File: config.mk
export PLATFORM = sky130hd
export DESIGN_NAME = burst_addr_counter
export DESIGN_NICKNAME = d
export VERILOG_FILES = /design/src/rtl/bac_pkg.sv /design/src/rtl/bac_op_decode.sv /design/src/rtl/bac_next_addr.sv /design/src/rtl/bac_addr_reg.sv /design/src/rtl/burst_addr_counter.sv
export SDC_FILE = /design/constraint.sdc
export NUM_CORES = 1
export LEC_CHECK = 0
export CAP_MARGIN = 20
export CORE_ASPECT_RATIO = 1.4
export CORE_UTILIZATION = 30
export CTS_CLUSTER_SIZE = 40
export DETAILED_ROUTE_END_ITERATION = 8
export DONT_BUFFER_PORTS = 1
export PLACE_DENSITY = 0.46
export SLEW_MARGIN = 40
export SYNTH_ARGS = -nofsm -noshare
export SYNTH_HDL_FRONTEND = slang
export SYNTH_SLANG_ARGS = --single-unit
File: constraint.sdc
create_clock -name clk -period 2.1 [get_ports clk]
set_clock_uncertainty 0.2 [all_clocks]
set_input_delay 0.315 -clock clk [delete_from_list [all_inputs] [get_ports clk]]
set_output_delay 0.315 -clock clk [all_outputs]
set_load 0.03 [all_outputs]
File: src/rtl/bac_pkg.sv
// Package bac_pkg: the operation types shared by the burst address counter
// modules. The type carries no state. Its ordering is not significant.
package bac_pkg;
    typedef enum logic [1:0] {
        OP_HOLD  = 2'd0,
        OP_STEP  = 2'd1,
        OP_LOAD  = 2'd2,
        OP_CLEAR = 2'd3
    } bac_op_t;
endpackage

File: src/rtl/bac_op_decode.sv
// bac_op_decode: turns the three active-low controls into a single operation.
// The priority is clear, then load, then step, then hold.
// Assumes the inputs are already synchronous to the port clock.
module bac_op_decode
    import bac_pkg::*;
(
    input  logic    clr_n,
    input  logic    strobe_n,
    input  logic    step_n,
    output bac_op_t op
);
    // Priority encoder over the active-low controls.
    always_comb begin
        if (!clr_n)         op = OP_CLEAR;
        else if (!strobe_n) op = OP_LOAD;
        else if (!step_n)   op = OP_STEP;
        else                op = OP_HOLD;
    end
endmodule

File: src/rtl/bac_next_addr.sv
// bac_next_addr: computes the next address from the chosen operation.
// The increment is taken modulo 2**ADDR_W, so the all-ones value steps to zero.
// Assumes that op is already resolved by priority.
module bac_next_addr
    import bac_pkg::*;
#(
    parameter int ADDR_W = 14
) (
    input  bac_op_t           op,
    input  logic [ADDR_W-1:0] cur,
    input  logic [ADDR_W-1:0] ext,
    output logic [ADDR_W-1:0] nxt
);
    localparam logic [ADDR_W-1:0] ONE = ADDR_W'(1);

    logic [ADDR_W-1:0] inc;

    // Wrapping incrementer; any carry out of the top bit is dropped.
    always_comb inc = cur + ONE;

    // Selects the next value for the operation.
    always_comb begin
        unique case (op)
            OP_CLEAR: nxt = '0;
            OP_LOAD:  nxt = ext;
            OP_STEP:  nxt = inc;
            default:  nxt = cur;
        endcase
    end
endmodule

File: src/rtl/bac_addr_reg.sv
// bac_addr_reg: the address register. It clears synchronously while rst_n is
// low and otherwise takes d on every rising edge.
// Assumes that d already holds the hold value when no change is wanted.
module bac_addr_reg #(
    parameter int ADDR_W = 14
) (
    input  logic              clk,
    input  logic              rst_n,
    input  logic [ADDR_W-1:0] d,
    output logic [ADDR_W-1:0] q
);
    // Register with synchronous active-low reset.
    always_ff @(posedge clk) begin
        if (!rst_n) q <= '0;
        else        q <= d;
    end
endmodule

File: src/rtl/burst_addr_counter.sv
// burst_addr_counter: the per-port burst address generator. Clear, load,
// step and hold are chosen each cycle by priority, and the result is
// registered onto mem_addr. There is no chip-enable input, so the counter
// acts on its controls whether or not the port is selected.
module burst_addr_counter
    import bac_pkg::*;
#(
    parameter int ADDR_W = 14
) (
    input  logic              clk,
    input  logic              rst_n,
    input  logic              clr_n,
    input  logic              strobe_n,
    input  logic              step_n,
    input  logic [ADDR_W-1:0] ext_addr,
    output logic [ADDR_W-1:0] mem_addr
);
    bac_op_t           op;
    logic [ADDR_W-1:0] nxt;

    bac_op_decode u_dec (
        .clr_n    (clr_n),
        .strobe_n (strobe_n),
        .step_n   (step_n),
        .op       (op)
    );

    bac_next_addr #(.ADDR_W(ADDR_W)) u_nxt (
        .op  (op),
        .cur (mem_addr),
        .ext (ext_addr),
        .nxt (nxt)
    );

    bac_addr_reg #(.ADDR_W(ADDR_W)) u_reg (
        .clk   (clk),
        .rst_n (rst_n),
        .d     (nxt),
        .q     (mem_addr)
    );
endmodule

== Yosys cells after proc, flatten, opt, wreduce, memory -nomap -nowiden ==
Index checks and enable logic that the tools add are counted.

* Mux-type cells: 4
* Equality and inequality tests: 3
* Reduce and logical (&&, ||, !) cells: 1
* Add/sub/neg operators: 1

{| class="wikitable"
|+ Operator list
! kind !! count
|-
| one-hot mux 14 bit (3 select lines) || 1
|-
| adder 14 x 1 -> 14 bit (second input constant) || 1
|-
| equality test 2 bit (second input constant) || 2
|-
| two-way mux 2 bit || 2
|-
| nonzero test 3 bit || 1
|-
| equality test 2 x 1 -> 1 bit (second input constant) || 1
|-
| two-way mux 1 bit || 1
|}

* Input bits: 19
* Register bits: 14
* Output and inout port bits: 14

== Longest topological paths before layout ==
* Depth in word-level cells: 5
* Depth in mapped cells: 5
* Depth with buffers taken out: 5

== Modules after synthesis ==
Synthesis repeated with hierarchy kept, for this count alone.

* Cell total of the unflattened synthesis: 118
* Area total of the unflattened synthesis: 1003.5 um2

{| class="wikitable"
|+ By module, submodules not included
! module !! instances !! area each (um2) !! cells an instance
|-
| bac_next_addr || 1 || 595.6 || 86
|-
| bac_addr_reg || 1 || 391.6 || 29
|-
| bac_op_decode || 1 || 16.3 || 3
|}

== Worst setup path before layout ==
No wires, ideal clock.

* Path type: flip-flop to flip-flop
* From: reg u_reg.q[0]
* To: reg u_reg.q[12]
* Cell stages (with the launch flop): 6
* Data arrival time: 1417 ps
* Buffers on the path: 0
* Path slack: 350 ps
* Required time: 1767 ps
* Library setup time: 133 ps
* Cells stage by stage: dfxtp_1 > ha_1 > nand2b_1 > nor4_1 > xnor2_1 > a21oi_1

* Word-level cells in the longest chain between the ends: 2

{| class="wikitable"
|+ RTL lines
! what !! RTL line !! RTL
|-
| from (decl) || bac_addr_reg.sv:10 || <nowiki>output logic [ADDR_W-1:0] q</nowiki>
|-
| from (signal assigned) || bac_addr_reg.sv:14 || <nowiki>if (!rst_n) q <= '0;</nowiki>
|-
| from (signal assigned) || bac_addr_reg.sv:15 || <nowiki>else q <= d;</nowiki>
|-
| adder 14 x 1 -> 14 bit || bac_next_addr.sv:19 || <nowiki>always_comb inc = cur + ONE;</nowiki>
|-
| one-hot mux 14 bit (3 select lines) || bac_next_addr.sv:23 || <nowiki>unique case (op)</nowiki>
|}

Every way passes these cells.
A chain may end at the register's enable or synchronous reset.

== Worst setup path in the final report ==
Ends and elaborated chain as after synthesis.

==> results.md <==
* X dimension of the die at 46.2 µm
* Cell-by-cell trace of the critical path: ha_1 > nand2b_1 > nor4_1 > xnor2_1 > a21oi_1
* Number of distinct library cells after synthesis at 34
* Maximum level of the CTS H-tree at 1
* Worst slack at placement at 425 ps
* Final estimated routing congestion in global placement at approximately 0.86
* Total wirelength of the detailed-routed design at 2.36 mm
* Number of buffers added for setup after CTS at 0
* Fraction of power spent switching nets at 27.7%
* Io pins at 33
* Share of power burned in registers at 49.2%
* Worst-case reg-to-reg path depth at 5
* Most used DFF post-synth: dfxtp_1
* CTS sink cnt at 14
* Net switching power of the design at 160 µW
* Arrival @ worst endpoint at between 1500 and 2000 ps
* Max reg flops at 14
* Minimum setup slack in the final design at between 300 and 400 ps
* Total area of multi-input combinational cells at 505 µm²
* Reg-to-reg critical path endpoint: u_reg.q[12]
* Proportion of power drawn by combinational gates at 15.2%
* Number of buffers added on ports at 0
* Height of the die at 63.9 µm
* Final #Nets at 137
* Reg with most FFs: u_reg.q
* Terminating pin of the worst hold path: u_reg.q[7]
* Largest net degree at the start of global routing at 19
* P_leak at between 0.3 and 0.4 nW
* TritonCTS buffer count at 3
* Data required time of the critical path at roughly 2100 ps
* Mean number of vias per cell at 5.41
* Share of post-route cells with drive strength above 1 at 19.0%
* RSZ-0062 raised after global routing: false
* Clk Latency, worst-skew pair at 280 ps
* Min Tclk post-route at 1710 ps
* Total congestion overflow at 0
* Fraction of the yosys area taken by sequential cells at approximately 34%
* Vias in the first global route at about 840
* Max stage delay cell, worst path: dfxtp_1
* Peak clock frequency supported by timing at around 0.59 GHz
* Max-slew violation count at 0
* Minimum setup slack among reg-to-reg paths at between 300 and 400 ps
* Start point of the worst min-delay path: ext_addr[7]
* Clock input transition at the sequential cells of the worst setup and hold paths at 100 ps
* Core box area at 2620 µm²
* First-pass GRT wire length at 3.98 mm
* Gate count after technology mapping at 99
* Buf/Inv on CP at 0
* Xor-xnor portion of the synthesized cell area at 6.40%
* TritonCTS clock tree: done
* Cell class contributing the biggest share of worst-path delay: simple AND/OR/NAND/NOR gates
* Placed wire-length estimate at 1.69 mm
* Critical path type: register to register
* Maximum VDD drop at ~0.28 mV
* Synthesis-to-finish area growth at 25.0%
* Number of enable flip-flop cells after synthesis at 0
* Routed vias at 823
* Number of storage elements in the synthesis netlist at 14
* Slew at the pin with the worst max-slew slack at 477 ps
* Largest family of logic cells by synthesized area: compound AO/OA/AOI/OAI gates
* Starting density of the core at 31.4%
* Total negative slack for setup checks at 0 ps
* Count of cells resized by post-cts repair at 0
* Multiplexer fraction of the synthesized cell area at 2.44%
* Sort of element at the end of the critical path: register
* Worst slew margin relative to its limit at 68.1%
* Root buffer cell: clkbuf_4
* Iteration count of the initial detailed-routing pass at 4
* Die footprint at 2950 µm²
* Residual antenna-violating net count after detailed routing at 0
* Worst hold path stage count at 2
* Count of routing violations after the opening detailed-route iteration at 21
* Warnings from Yosys at 0
* Synthesized area per cell at 8.29 µm²
* Final setup violation count at 0
* Post-synthesis cell area at 821 µm²
* Proportion of register bits with asynchronous set or reset after synthesis at 0%
* Path type of the worst min-delay path: input pin to register
* Adder and majority gate portion of the synthesized area at 1.52%
* Final worst path period share at 81.3%
* Status: finished, final reports clean
* Inserted Diodes at 0
* Post-synthesis compound-gate area fraction at 26.8%
* Internal power summed over all cells at 417 µW
* Number of nets produced by synthesis at between 100 and 150
* WL/cell at 15.5 µm
* Global Route Usage Sum at between 15 and 20%
* Initial antenna violation count at 0
* Buffers from clock root to sink, at most at 2
* Flip-flop and latch area at 280 µm²
* Number of failing hold endpoints at the final stage at 0
* Clock power frac at 35.6%
* Type of element launching the critical path: register
* Beginning of the worst register-to-register path: u_reg.q[0]
* Number of rows created at floorplan at 22
* DRC Markers at 0
* Total of max-cap violations at 0
* Highest fanout seen on the critical path at 6
* Number of filler instances in the final layout at 294
* Registers with the highest flip-flop counts: u_reg.q (14)
* Synth Area in Simple Gates at 24.4%
* Areal power density over the cells at 562 nW/µm²
* Worst stage delay on the critical path at 450 ps
==> worst max path at each step <==
stage | cells after the start | slack, ps | start | endpoint
finish | 5 | 390 | u_reg.q[0] | u_reg.q[12]
global route | 5 | 250 | u_reg.q[0] | u_reg.q[12]
CTS | 5 | 380 | u_reg.q[0] | u_reg.q[12]
detailed placement | 5 | 430 | u_reg.q[0] | u_reg.q[12]
global placement | 5 | 430 | u_reg.q[0] | u_reg.q[12]
floorplan | 5 | 350 | u_reg.q[0] | u_reg.q[12]
==> cell families (layout without fill, tap and decap cells) <==
| kind of cell | after synthesis | in the layout |
|---|---|---|
| muxes | 2 | 2 |
| and+or+nand+nor | 34 | 34 |
| buffers and inverters | 8 | 25 |
| adders and majority gates | 1 | 1 |
| DFF | 14 | 14 |
| AOI/OAI and AO/OA | 34 | 34 |
| xor gates and xnor gates | 6 | 6 |
==> per-stage QoR <==
step	cells	total power, mW	cell area, µm²	hold WS, ps	utilization (%)
floorplan	99	0.353	821	259	-
global placement	143	0.366	940	210	35.9
detailed placement	143	0.367	940	212	35.9
CTS	152	0.581	1030	2.00	39.2
global route	152	0.609	1030	9.81	39.2
finish	152	0.577	1030	6.56	39.2
==> area by class of cell <==
cell class	count	share of cell area (%)
clock buffer	4	3.54
timing repair buffer	18	14.4
inverter	3	1.10
multi-input combinational	77	49.3
tap	36	4.39
sequential	14	27.3
==> cell usage in the layout (no fill, tap or decap), drive strengths merged, types with 2 or more instances in the layout <==
master,instances
dfxtp,14
buf,13
o21ai,11
nor2,8
a21oi,8
xnor2,6
nand2,5
nor3,5
dlygate4sd3,5
nor4,4
a211oi,4
clkbuf,4
nand3,4
inv,3
nand2b,3
a311oi,2
a21o,2
a31oi,2
mux2i,2
==> worst reg2reg max path, cell delays in order, from the launching register on <==
cell	delay, ps
dfxtp_1	450
ha_1	200
nand2b_1	150
nor4_1	340
xnor2_1	160
a21oi_1	80
==> per-layer routing <==
layer,GRT usage [%],up-vias,share of wire [%]
met5,0,-,0
met4,8.82,0,0.97
met3,4.80,2,5.8
met2,29.8,23,51
met1,22.1,397,42
li1,-,401,-
==> cell usage after synthesis, drive strengths merged, types with 3 or more instances <==
| master | number | area [µm²] |
|---|---|---|
| nor4 | 4 | 31.3 |
| nand2 | 5 | 18.8 |
| xnor2 | 6 | 52.6 |
| clkbuf | 3 | 11.3 |
| a21oi | 8 | 40.0 |
| o21ai | 11 | 55.1 |
| nand2b | 3 | 18.8 |
| inv | 3 | 11.3 |
| dfxtp | 14 | 280 |
| nor3 | 5 | 25.0 |
| nand3 | 4 | 37.5 |
| nor2 | 8 | 30.0 |
| a211oi | 4 | 35.0 |
==> repair_timing <==
| item | CTS | global route |
|---|---|---|
| endpoints found under the setup margin | 0 | 0 |
| hold buffers | 5 | 0 |
| hold endpoints to repair | 13 | 0 |
==> power groups by stage <==
stage	Clock [mW]	Combinational (mW)	Sequential (mW)
floorplan	0	0.0443	0.309
global placement	0	0.0762	0.290
detailed placement	0	0.0769	0.290
CTS	0.210	0.0879	0.284
global route	0.227	0.0966	0.285
finish	0.206	0.0876	0.284
Power figures use the tool's default switching activity.
